===== config.mk =====
export PLATFORM = sky130hd
export DESIGN_NAME = rail_start_sequencer
export DESIGN_NICKNAME = d
export VERILOG_FILES = /design/src/rtl/rail_seq_pkg.sv /design/src/rtl/rail_seq_ctrl.sv /design/src/rtl/rail_seq_timer.sv /design/src/rtl/rail_start_sequencer.sv
export SDC_FILE = /design/constraint.sdc
export NUM_CORES = 1
export LEC_CHECK = 0
export ABC_AREA = 1
export BUFFER_PORTS_ARGS = -buffer_cell sky130_fd_sc_hd__buf_4
export CAP_MARGIN = 20
export CORE_UTILIZATION = 50
export CTS_BUF_LIST = sky130_fd_sc_hd__clkbuf_8
export DETAILED_ROUTE_END_ITERATION = 12
export PLACE_DENSITY_LB_ADDON = 0.12
export SLEW_MARGIN = 20
export SYNTH_ARGS = -nofsm -noshare
export SYNTH_HDL_FRONTEND = slang
export SYNTH_HIERARCHICAL = 1
export SYNTH_SLANG_ARGS = --single-unit

===== constraint.sdc =====
create_clock -name clk -period 1.9 [get_ports clk]
set_input_delay 0.38 -clock clk [delete_from_list [all_inputs] [get_ports clk]]
set_output_delay 0.38 -clock clk [all_outputs]
set_load 0.01 [all_outputs]

===== src/rtl/rail_seq_pkg.sv =====
package rail_seq_pkg;

  localparam int NCH = 2;

  typedef enum logic [1:0] {
    LVL_LOW   = 2'b00,
    LVL_HIGH  = 2'b01,
    LVL_FLOAT = 2'b10,
    LVL_RSVD  = 2'b11
  } enLevel_e;

  typedef struct packed {
    logic [NCH-1:0] run;
    logic [NCH-1:0] restart;
  } seqStrobe_t;

  function automatic logic isHigh(input logic [1:0] code);
    return code == LVL_HIGH;
  endfunction

  function automatic logic isFloat(input logic [1:0] code);
    return code == LVL_FLOAT;
  endfunction

endpackage


===== src/rtl/rail_seq_ctrl.sv =====
module rail_seq_ctrl
  import rail_seq_pkg::*;
(
  input  logic             clk,
  input  logic             rstN,
  input  logic [1:0]       en1Code,
  input  logic [1:0]       en2Code,
  input  logic             auxLdoEn,
  input  logic             porOk,
  input  logic [NCH-1:0]   inReg,
  output logic             auxSupplyEn,
  output seqStrobe_t       strobe
);

  logic hi0, hi1, fl0, fl1;
  logic [NCH-1:0] run;
  logic [NCH-1:0] followMode;
  logic [NCH-1:0] armed;

  always_comb begin
    hi0 = isHigh(en1Code);
    hi1 = isHigh(en2Code);
    fl0 = isFloat(en1Code);
    fl1 = isFloat(en2Code);
    auxSupplyEn = hi0 | hi1 | auxLdoEn;
  end

  always_comb begin
    run        = '0;
    followMode = '0;
    if (porOk) begin
      if (hi0 && hi1) begin
        run = '1;
      end else if (hi0 && fl1) begin
        run[0]        = 1'b1;
        followMode[1] = 1'b1;
        run[1]        = armed[1] | inReg[0];
      end else if (fl0 && hi1) begin
        run[1]        = 1'b1;
        followMode[0] = 1'b1;
        run[0]        = armed[0] | inReg[1];
      end else begin
        run[0] = hi0;
        run[1] = hi1;
      end
    end
  end

  // A follower stays latched on while the ordered mode lasts.
  always_ff @(posedge clk) begin
    if (!rstN) armed <= '0;
    else       armed <= followMode & run;
  end

  assign strobe.run     = run;
  assign strobe.restart = ~run;

  p_no_start_without_por_r2: assert property (@(posedge clk) disable iff (!rstN)
    !porOk |-> (run == '0));

  p_aux_on_when_running_r1: assert property (@(posedge clk) disable iff (!rstN)
    (run != '0) |-> auxSupplyEn);

  p_follow0_waits_r6: assert property (@(posedge clk) disable iff (!rstN)
    (followMode[0] && $rose(run[0])) |-> inReg[1]);

  p_follow1_waits_r6: assert property (@(posedge clk) disable iff (!rstN)
    (followMode[1] && $rose(run[1])) |-> inReg[0]);

  p_rsvd_is_low_r10: assert property (@(posedge clk) disable iff (!rstN)
    (en1Code == LVL_RSVD && !fl1) |-> !run[0]);

endmodule


===== src/rtl/rail_seq_timer.sv =====
module rail_seq_timer
  import rail_seq_pkg::*;
#(
  parameter int SOFT_CYCLES        = 6000,
  parameter int PGOOD_DELAY_CYCLES = 5000
) (
  input  logic           clk,
  input  logic           rstN,
  input  seqStrobe_t     strobe,
  input  logic [NCH-1:0] inReg,
  output logic [NCH-1:0] powerGood
);

  localparam int TOTAL = SOFT_CYCLES + PGOOD_DELAY_CYCLES;
  localparam int CW    = $clog2(TOTAL + 1);
  localparam logic [CW-1:0] LIMIT = CW'(TOTAL);

  for (genvar ch = 0; ch < NCH; ch++) begin : g_ch
    logic [CW-1:0] count;

    always_ff @(posedge clk) begin
      if (!rstN || strobe.restart[ch]) count <= '0;
      else if (count < LIMIT)          count <= count + 1'b1;
    end

    assign powerGood[ch] = strobe.run[ch] & inReg[ch] & (count >= LIMIT);

    p_count_bounded_r8: assert property (@(posedge clk) disable iff (!rstN)
      count <= LIMIT);

    p_pgood_after_run_r8: assert property (@(posedge clk) disable iff (!rstN)
      $rose(powerGood[ch]) |-> $past(strobe.run[ch]));

    p_restart_clears_r9: assert property (@(posedge clk) disable iff (!rstN)
      !strobe.run[ch] |=> (count == '0));
  end

endmodule


===== src/rtl/rail_start_sequencer.sv =====
module rail_start_sequencer #(
  parameter int SOFT_CYCLES        = 6000,
  parameter int PGOOD_DELAY_CYCLES = 5000
) (
  input  logic       clk,
  input  logic       rstN,
  input  logic [1:0] en1Code,
  input  logic [1:0] en2Code,
  input  logic       auxLdoEn,
  input  logic       porOk,
  input  logic [1:0] inReg,
  output logic       auxSupplyEn,
  output logic [1:0] softStartEn,
  output logic [1:0] powerGood
);

  rail_seq_pkg::seqStrobe_t strobe;

  rail_seq_ctrl i_ctrl (
    .clk        (clk),
    .rstN       (rstN),
    .en1Code    (en1Code),
    .en2Code    (en2Code),
    .auxLdoEn   (auxLdoEn),
    .porOk      (porOk),
    .inReg      (inReg),
    .auxSupplyEn(auxSupplyEn),
    .strobe     (strobe)
  );

  rail_seq_timer #(
    .SOFT_CYCLES       (SOFT_CYCLES),
    .PGOOD_DELAY_CYCLES(PGOOD_DELAY_CYCLES)
  ) i_timer (
    .clk      (clk),
    .rstN     (rstN),
    .strobe   (strobe),
    .inReg    (inReg),
    .powerGood(powerGood)
  );

  assign softStartEn = strobe.run;

  p_pgood_implies_start_r9: assert property (@(posedge clk) disable iff (!rstN)
    ((powerGood & ~softStartEn) == 2'b00));

endmodule


After elaboration in Yosys (flattened, before gate mapping)
Cells that the tools add are included.

storage, ports and cells
  output and inout bits = 5
  logic and storage cells = 38
  RAM bits = 0
  memories kept = 0
  flip-flop bits (word level) = 30
  input port bits = 10
  memory bits (read-only) = 0
  latch bits = 0

operators by class
  $mul = 0
  bitwise logic cells = 10
  reductions and logical operators = 6
  order comparisons = 4
  shift operators = 0
  multiplexer cells = 9
  add/sub/neg operators = 2
  divide/modulo/power cells = 0
  equality and inequality tests = 4

operators with widths
  operator                                                    number
  adder 14 x 1 -> 14 bit (second input constant)              2
  greater-or-equal comparator 14 bit (second input constant)  2
  less-than comparator 14 bit (second input constant)         2
  2-to-1 mux 2 bit                                            6
  bitwise AND 1 bit                                           4
  == test 2 x 1 -> 1 bit (second input constant)              2
  == test 2 bit (second input constant)                       2
  OR 1 bit                                                    4
  logical AND 1 bit                                           3
  2-to-1 mux 1 bit                                            3
  bitwise AND 2 bit                                           1
  logical OR 1 bit                                            2
  inverter 2 bit                                              1
  zero test 1 bit                                             1

Longest topological paths before layout
Gate-level depths: netlist of run 1.

  depth after elaboration = 8
  gate-level depth with buffers = 10
  mapped depth without buffers = 9

Modules after synthesis
The synthesis of run 1 kept the hierarchy.

by module, submodules not included
  module          area an instance (µm²)  times used  seq. area each (µm²)  cells each
  rail_seq_timer  1911.8                  1           560.5                 314
  rail_seq_ctrl   172.7                   1           40.0                  32

Least setup slack after synthesis of run 1
No wires, ideal clock.

  kind = register to output
  start point = register i_timer.g_ch[1].count[5]
  end point = output powerGood[1]
  data required time = 1520 ps
  stages on the path, launching flop included = 9
  slack = 365 ps
  arrival = 1155 ps
  path through = dfxtp_1 -> buf_2 -> nand2_2 -> nor2_4 -> nand2_1 -> nor2_2 -> nor2_2 -> buf_6 -> nor2_1

on the way
  word-level cells in the longest chain between the ends = 2

ends and longest elaborated chain
  what                                RTL line                    text
  from (decl)                         rail_seq_timer.sv:19        logic [CW-1:0] count;
  from (signal assigned)              rail_seq_timer.sv:23        else if (count < LIMIT) count <= count + 1'b1;
  greater-or-equal comparator 14 bit  rail_seq_timer.sv:26        assign powerGood[ch] = strobe.run[ch] & inReg[ch] & (count >= LIMIT);
  bitwise AND 1 bit                   rail_seq_timer.sv:26
  to (decl)                           rail_start_sequencer.sv:14  output logic [1:0] powerGood

Every way passes these cells.

Worst setup path in the final report of run 1
  start point = register i_timer.g_ch[0].count[13]
  end point = output powerGood[0]

on the way
  word-level cells in the longest chain between the ends = 2

ends and longest elaborated chain
  what                                RTL line
  from (decl)                         rail_seq_timer.sv:19
  from (signal assigned)              rail_seq_timer.sv:23
  greater-or-equal comparator 14 bit  rail_seq_timer.sv:26
  bitwise AND 1 bit                   rail_seq_timer.sv:26

Every way passes these cells.

==> flow_summary.ini, run 1 <==
[detailed_routing]
num_vias = 2050
first_iter_violations = 78
wire_per_inst_um = 10.73
ant_nets = 0
vias_per_cell = 4.835
drc_errors = 0
drtPass1Iterations = 4
drt_wl_total_mm = 4.549

[placed_design]
numPlacedInstances = 410
dp_hpwl_mm = 3.269
place.gp.congestion = 0.8695
io_buffers = 14

[synth]
ys_warn_count = 6
seq_area_frac_synth = 0.2881
synth_nets = 360
async_flop_share = 0
synth_fa_ha_area_frac = 0.02401
netlist_instances = 346
synthSimpleGateAreaFrac = 0.4850
yosys-top-cells-area = dfxtp_1 29%, nand2_1 21%, inv_1 8.3%
synth_flop_cell = dfxtp_1
netlist.area_leader.share = 0.2881
synth_top_family_by_area = simple AND/OR/NAND/NOR gates
postSynthAreaPerCell_um2 = 6.025
synth_edf_count = 0
yosysUniqueCellTypes = 24
syn_area_um2 = 2084
synth-xor-area-share = 0.02521
synth_compound_area_frac = 0.06843
yosysTopAreaCell = dfxtp_1
muxShareOfSynthArea = 0
ys_ff_latch = 30

[global_route]
grt-ovfl-total = 0
grt_pass1_wl_mm = 7.686
grt_max_degree = 15
grt_pass1_vias = 1827
track_usage = 0.2323
antenna_found_initial = 0

[outcome]
outcome = completed

[critical_path]
required_ns = 1.52
path_max_fanout = 5
crit_type = reg2out
arrival_ns = 1.38
crit_path_start_kind = flop
cp-end-kind = primary output

[floorplanning]
dieArea_um2 = 4431
start_util = 0.5211
core_area_um2 = 4000
die_h_um = 66.57
die_w_um = 66.57
num_rows = 23
ios = 15

[timing]
fin_crit_ns = 1.764
rsz0062_at_grt = no
worst_pin_slew_ns = 0.4488
timing.setup.tns_ns = 0
period_share = 0.9285
skew_ns = 0.004597
fin_hold_ws_ns = 0.3505
setup_viol = 0
drv_slew = 0
max_freq_ghz = 0.5669
max-slew-margin-rel = 0.6997
finalHoldViolations = 0

[cts]
cts_num_sinks = 30
htreeDepth = 2
cts.hold.buffers_added = 0
clockBufferDepth = 2
cts_inserted_buffers = 5
tritoncts = yes
clk_latency_ns = 0.28
path_clk_slew_ns = 0.07
clock-root-buffer = clkbuf_8

[final_layout]
syn_to_final_growth_pct = 15.07
layout_commonest_cell = nand2_1
layout-drive-gt1-share = 0.1791
mostFrequentLayoutCells = 118 x nand2_1, 47 x inv_1, 41 x nor2_1, 26 x buf_4, 25 x nand3_1
stdcell_count = 424
fin_nets = 387
finish.utilization = 0.5996
antenna_cells = 0

[power_and_ir_drop]
combPwrFrac = 0.047
intPower_uw = 943.1
switching_share = 0.2271
powerDensity_nw_per_um2 = 508.8
switchingPower_uw = 277.2
clkPwrFrac = 0.436
seq_power_share = 0.518
leakagePower_uw = 0.0009647
vdd_drop_max_uv = 348.7

[min_path]
hold_path.class = in2reg

[run]
drv_cap = 0
-- cells by family (layout without fill, tap and decap cells) --
kind of cell | Yosys count | count (layout)
simple gates | 225 | 225
buf+inv | 54 | 82
flops | 30 | 30
compound gates | 27 | 27
xor+xnor | 6 | 6
fa+ha+maj | 4 | 4
-- synthesized netlist by cell type (all sizes together) (2+ instances only) --
library cell / n
nand4: 13
nand3b: 2
inv: 47
nand2: 128
dfxtp: 30
o21ai: 7
nor2: 53
xnor2: 3
a21oi: 20
buf: 5
ha: 4
xor2: 3
nand3: 28
-- per-stage QoR --
step | total power, uW | area, um^2 | setup WS [ns]
floorplan | 673.5 | 2085 | 0.3651
global placement | 702.9 | 2250 | 0.2160
detailed placement | 703.5 | 2250 | 0.1983
CTS | 1250 | 2349 | 0.01262
global route | 1282 | 2399 | 0.004566
finish | 1220 | 2399 | 0.1359
-- final cells by class --
class                           instances  area [um^2]
Fill cell                             406         1602
Multi-Input combinational cell        262         1261
Sequential cell                        30        608.1
Timing Repair Buffer                   26        195.2
Inverter                               48        180.2
Clock buffer                            6        82.58
Tap cell                               50        62.56
Clock inverter                          2        8.758
-- what timing repair did --
action	CTS	global route
setup buffers	0	6
resized for setup	3	4
setup endpoints to repair	1	2
pin swaps	0	3
-- registers in the layout, summed over array words and instances, names as in the netlist --
name and flops:
i_timer/g_ch.count 28, i_ctrl/armed 2
-- power by group through the flow --
| stage | clock network [uW] | logic [uW] | registers, uW |
|---|---|---|---|
| after floorplan | 0 | 27.8 | 646 |
| after global placement | 0 | 56.8 | 646 |
| after detailed placement | 0 | 57.5 | 646 |
| after CTS | 561 | 57.5 | 632 |
| after global routing | 585 | 65.4 | 632 |
| final | 532 | 57.0 | 632 |
-- worst paths after layout --
check / from / end / slack, ns / depth (start not counted)
min reg2reg: i_timer/g_ch[1].count[13] / i_timer/g_ch[1].count[12] / 0.50 / 2
max reg2reg: i_timer/g_ch[0].count[1] / i_timer/g_ch[0].count[6] / 0.38 / 7
max: i_timer/g_ch[0].count[13] / powerGood[0] / 0.14 / 7
min: porOk / i_ctrl/armed[0] / 0.35 / 3
-- critical path: stages, from the launching register on --
cell	delay (ns)
dfxtp_1	0.42
nand2_1	0.10
inv_1	0.08
nand3_1	0.08
nor2_2	0.17
nor2_4	0.05
nor2_1	0.08
buf_4	0.12
-- routing by layer --
layer | share of wire | global-route usage | vias up
li1 | - | - | 1133
met1 | 0.44 | 0.2466 | 891
met2 | 0.53 | 0.4343 | 24
met3 | 0.028 | 0.05651 | 2
met4 | 0.0059 | 0.08777 | 0
met5 | 0 | 0 | -
Power figures use the tool's default switching activity.
==> inputs of run 2 (changes only) <==
Settings changed: ABC_AREA 1 to not set.
==> flow_summary.ini, run 2 <==
[cts]
tritoncts = yes
cts_inserted_buffers = 5
path_clk_slew_ns = 0.06
clock-root-buffer = clkbuf_8
cts_num_sinks = 30
cts.hold.buffers_added = 0
clk_latency_ns = 0.27
clockBufferDepth = 2
htreeDepth = 2

[global_route]
grt-ovfl-total = 0
grt_pass1_wl_mm = 6.851
track_usage = 0.2480
grt_pass1_vias = 1625
antenna_found_initial = 0
grt_max_degree = 20

[timing]
period_share = 0.9470
skew_ns = 0.005698
rsz0062_at_grt = no
max_freq_ghz = 0.5558
fin_crit_ns = 1.799
worst_pin_slew_ns = 0.4654
drv_slew = 0
finalHoldViolations = 0
max-slew-margin-rel = 0.6897
setup_viol = 0
timing.setup.tns_ns = 0

[detailed_routing]
drt_wl_total_mm = 3.864
num_vias = 1637
drtPass1Iterations = 4
ant_nets = 0
vias_per_cell = 6.108
first_iter_violations = 98
wire_per_inst_um = 14.42
drc_errors = 0

[final_layout]
fin_nets = 238
mostFrequentLayoutCells = 24 x buf_4, 21 x dfxtp_1, 21 x a21oi_1, 17 x nand2_1, 14 x o31ai_1
layout-drive-gt1-share = 0.2098
largest_reg_flops = 28
syn_to_final_growth_pct = 17.49
fin_area_um2 = 1992
regMostFlops = i_timer/g_ch.count
reg.largest.list = i_timer/g_ch.count x28, i_ctrl/armed x2
layout_commonest_cell = buf_4
antenna_cells = 0
nFillCells = 283

[synth]
netlist_instances = 203
syn_area_um2 = 1695
yosysUniqueCellTypes = 44
synth_edf_count = 0
ys_ff_latch = 30
synth_common_cells = 30 x dfxtp_1, 21 x a21oi_1, 17 x nand2_1, 14 x o31ai_1
ys_warn_count = 6
netlist.area_leader.share = 0.3542
synth_flop_cell = dfxtp_1
async_flop_share = 0
synth_most_common_cell = dfxtp_1
yosysTopAreaCell = dfxtp_1
yosys-top-cells-area = dfxtp_1 35%, a21oi_1 6.2%, o31ai_1 6.2%
postSynthAreaPerCell_um2 = 8.352
seq_area_frac_synth = 0.3542
synth_nets = 217

[placed_design]
placed_cell_area_um2 = 1866
io_buffers = 14
dp_hpwl_mm = 2.784
place.gp.congestion = 0.9257

[run]
drv_cap = 0

[floorplanning]
die_h_um = 60.23
start_util = 0.5420
dieArea_um2 = 3628
core_area_um2 = 3128
die_w_um = 60.23
ios = 15
num_rows = 20

[critical_path]
path_max_fanout = 6
crit_path_start_kind = flop
cp-end-kind = primary output
required_ns = 1.52
crit_type = reg2out
arrival_ns = 1.42

[outcome]
outcome = completed

[power_and_ir_drop]
finalPower_uw = 1146
powerDensity_nw_per_um2 = 575.5
leakagePower_uw = 0.0007217
vdd_drop_max_uv = 398.5

[min_path]
hold_path.class = in2reg
## run 2: final cells by class
type,instances,area [um^2],share of cell area
Sequential cell,30,611.8,0.3072
Timing Repair Buffer,24,180.2,0.09045
Tap cell,44,55.05,0.02764
Multi-Input combinational cell,158,1050,0.5270
Clock buffer,5,68.82,0.03455
Inverter,5,18.77,0.009422
Clock inverter,2,7.507,0.003769
## run 2: critical path, cell delays in order, from the launching register on
cell     delay [ns]
dfxtp_1        0.39
and4_2         0.31
nand4_1        0.15
a21oi_1        0.17
buf_4          0.14
## run 2: what timing repair did
item / in CTS / in global routing
buffers inserted: 2 / 1
endpoints found under the setup margin: 2 / 7
pin swaps: 2 / 2
resized for setup: 2 / 11
## run 2: where the power goes
group	switching (uW)	leakage, uW	internal, uW
Combinational	26.6	0.000429	31.6
Sequential	2.01	0.000246	631
Clock	215	0.0000466	241
## run 2: per-stage QoR
stage	worst slack, ns	utilization	instances	hold WS [ns]
2_1_floorplan	0.2657	-	203	0.4477
3_3_place_gp	0.1790	0.5964	258	0.4663
3_5_place_dp	0.09935	0.5964	258	0.4678
4_1_cts	0.007064	0.6304	267	0.3812
5_1_grt	0.003902	0.6368	268	0.3980
6_report	0.1008	0.6368	268	0.3826
## run 2: layer usage
metal,track usage,share of wire
met1,0.3281,0.50
met2,0.4050,0.44
met3,0.04113,0.049
met4,0.08306,0.0093
met5,0,0
## run 2: path summary, 6_finish.rpt
kind	cells after the start	start	end	slack, ns
worst min-delay path	2	porOk	i_ctrl/armed[0]	0.38
worst max-delay path	4	i_timer/g_ch[0].count[5]	powerGood[0]	0.10
worst max register to register	4	i_timer/g_ch[1].count[9]	i_timer/g_ch[1].count[12]	0.12
worst min register to register	2	i_timer/g_ch[0].count[7]	i_timer/g_ch[0].count[7]	0.48
## run 2: kinds of logic (layout without fill, tap and decap cells)
group                    after synthesis  in the layout  synth area share
AO/OA/AOI/OAI                         63             63            0.2421
adder cells (fa/ha/maj)                4              4           0.02952
flip-flops                            30             30            0.3542
XOR/XNOR                               1              1          0.005167
multiplexers                           2              2           0.01181
AND/OR/NAND/NOR                       88             88            0.3210
buffers and inverters                 15             36           0.03616
==> inputs of run 3 (changes only) <==
Settings changed: SETUP_SLACK_MARGIN set to 0.5.
Clock period 1.9 ns to 1.7 ns, I/O delays scaled along.
==> flow_summary.ini, run 3 (same netlist as run 2, synthesis figures left out) <==
[cts]
tritoncts = yes
clockBufferDepth = 2
cts_num_sinks = 30
cts.hold.buffers_added = 0
path_clk_slew_ns = 0.07
clk_latency_ns = 0.30
clock-root-buffer = clkbuf_8
htreeDepth = 2
cts_inserted_buffers = 5

[critical_path]
crit_start = i_timer/g_ch[0].count[8]
path_max_fanout = 6
r2r_cells = 5
cp-end-kind = primary output
required_ns = 1.36
regToRegEndpoint = i_timer/g_ch[1].count[10]
cp-endpoint = powerGood[0]
ff2ff_setup_slack_ns = -0.10
crit_type = reg2out
rr_startpoint = i_timer/g_ch[1].count[12]
arrival_ns = 1.50
crit_path_start_kind = flop

[floorplanning]
ios = 15
dieArea_um2 = 3628
core_area_um2 = 3128
start_util = 0.5420
die_h_um = 60.23
die_w_um = 60.23
num_rows = 20

[placed_design]
numPlacedInstances = 262
dp_hpwl_mm = 2.894
pre_cts_ws_ns = 0.02430
io_buffers = 14
place.gp.congestion = 0.7966

[power_and_ir_drop]
vdd_drop_max_uv = 500.5
leakagePower_uw = 0.001048
switching_share = 0.2308
clkPwrFrac = 0.468
seq_power_share = 0.462
finalPower_uw = 1500
powerDensity_nw_per_um2 = 541.8
intPower_uw = 1153
switchingPower_uw = 346.2
combPwrFrac = 0.070

[timing]
worst_pin_slew_ns = 0.3924
worst_slack_ns = -0.1365
setup_viol = 8
period_share = 1.080
finalHoldViolations = 0
timing.setup.tns_ns = -0.4855
fin_hold_ws_ns = 0.3658
max_freq_ghz = 0.5445
fin_crit_ns = 1.836
drv_slew = 0
skew_ns = 0.006601
rsz0062_at_grt = yes
max-slew-margin-rel = 0.7384

[detailed_routing]
vias_per_cell = 6.649
first_iter_violations = 141
drt_wl_total_mm = 6.322
num_vias = 2048
wire_per_inst_um = 20.53
drc_errors = 0
ant_nets = 0
drtPass1Iterations = 4

[final_layout]
largest_reg_flops = 28
antenna_cells = 0
stdcell_count = 308
reg.largest.list = i_timer/g_ch.count x28, i_ctrl/armed x2
layout_commonest_cell = buf_4
mostFrequentLayoutCells = 40 x buf_4, 20 x buf_6, 18 x dfxtp_2, 13 x nand2_1, 12 x a21oi_2
fin_nets = 277
layout-drive-gt1-share = 0.6061
regMostFlops = i_timer/g_ch.count
syn_to_final_growth_pct = 63.25

[outcome]
outcome = finished, violations left
failed_checks = negative setup slack

[min_path]
hold_path.class = in2reg
hold_start = porOk
min_path_cells = 2

[run]
drv_cap = 0

[global_route]
track_usage = 0.2940
grt-ovfl-total = 0
antenna_found_initial = 0
grt_pass1_vias = 1710
grt_pass1_wl_mm = 7.700
grt_max_degree = 13
==> run 3: worst min path at each step <==
stage | end
global placement | i_timer/g_ch[0].count[6]
global route | i_ctrl/armed[0]
detailed placement | i_timer/g_ch[0].count[7]
CTS | i_ctrl/armed[1]
finish | i_ctrl/armed[0]
floorplan | i_timer/g_ch[0].count[7]
==> run 3: area by class of cell <==
| cell class | count | area, um^2 |
|---|---|---|
| multi-input cells | 159 | 1358 |
| clock buffers | 8 | 110.1 |
| well taps | 44 | 55.05 |
| inverters | 5 | 18.77 |
| repair buffers | 62 | 565.5 |
| fillers | 130 | 360.3 |
| flip-flops and latches | 30 | 660.6 |
==> run 3: power groups by stage <==
stage	Combinational, uW	Clock (uW)	Sequential, uW
final	105	702	693
after global routing	110	736	692
after floorplan	36.0	0	723
after detailed placement	70.9	0	723
after global placement	69.0	0	723
after CTS	85.2	712	694
==> run 3: layer usage <==
| metal | wire length (um) | track usage | share of wire |
|---|---|---|---|
| met4 | 214 | 0.1595 | 0.034 |
| met2 | 3108 | 0.4757 | 0.49 |
| met3 | 579 | 0.07143 | 0.092 |
| met1 | 2418 | 0.3549 | 0.38 |
| met5 | 0 | 0 | 0 |
==> run 3: worst max-delay path: stages (launching register included) <==
cell and delay, ns:
dfxtp_2 0.36, nor4bb_4 0.30, nand4_1 0.23, a21oi_2 0.18
buf_4 0.13
==> run 3: stage by stage <==
stage | utilization | area, um^2
after floorplan | - | 1863
after global placement | 0.6428 | 2011
after detailed placement | 0.6428 | 2011
after CTS | 0.8056 | 2520
after global routing | 0.8848 | 2768
final | 0.8848 | 2768
==> run 3: repair_timing <==
action                                  CTS  global route
setup buffers                            27             9
gates resized for setup                  60            43
endpoints found under the setup margin   33            33
gates cloned                              1             1
pin swaps                                35            23
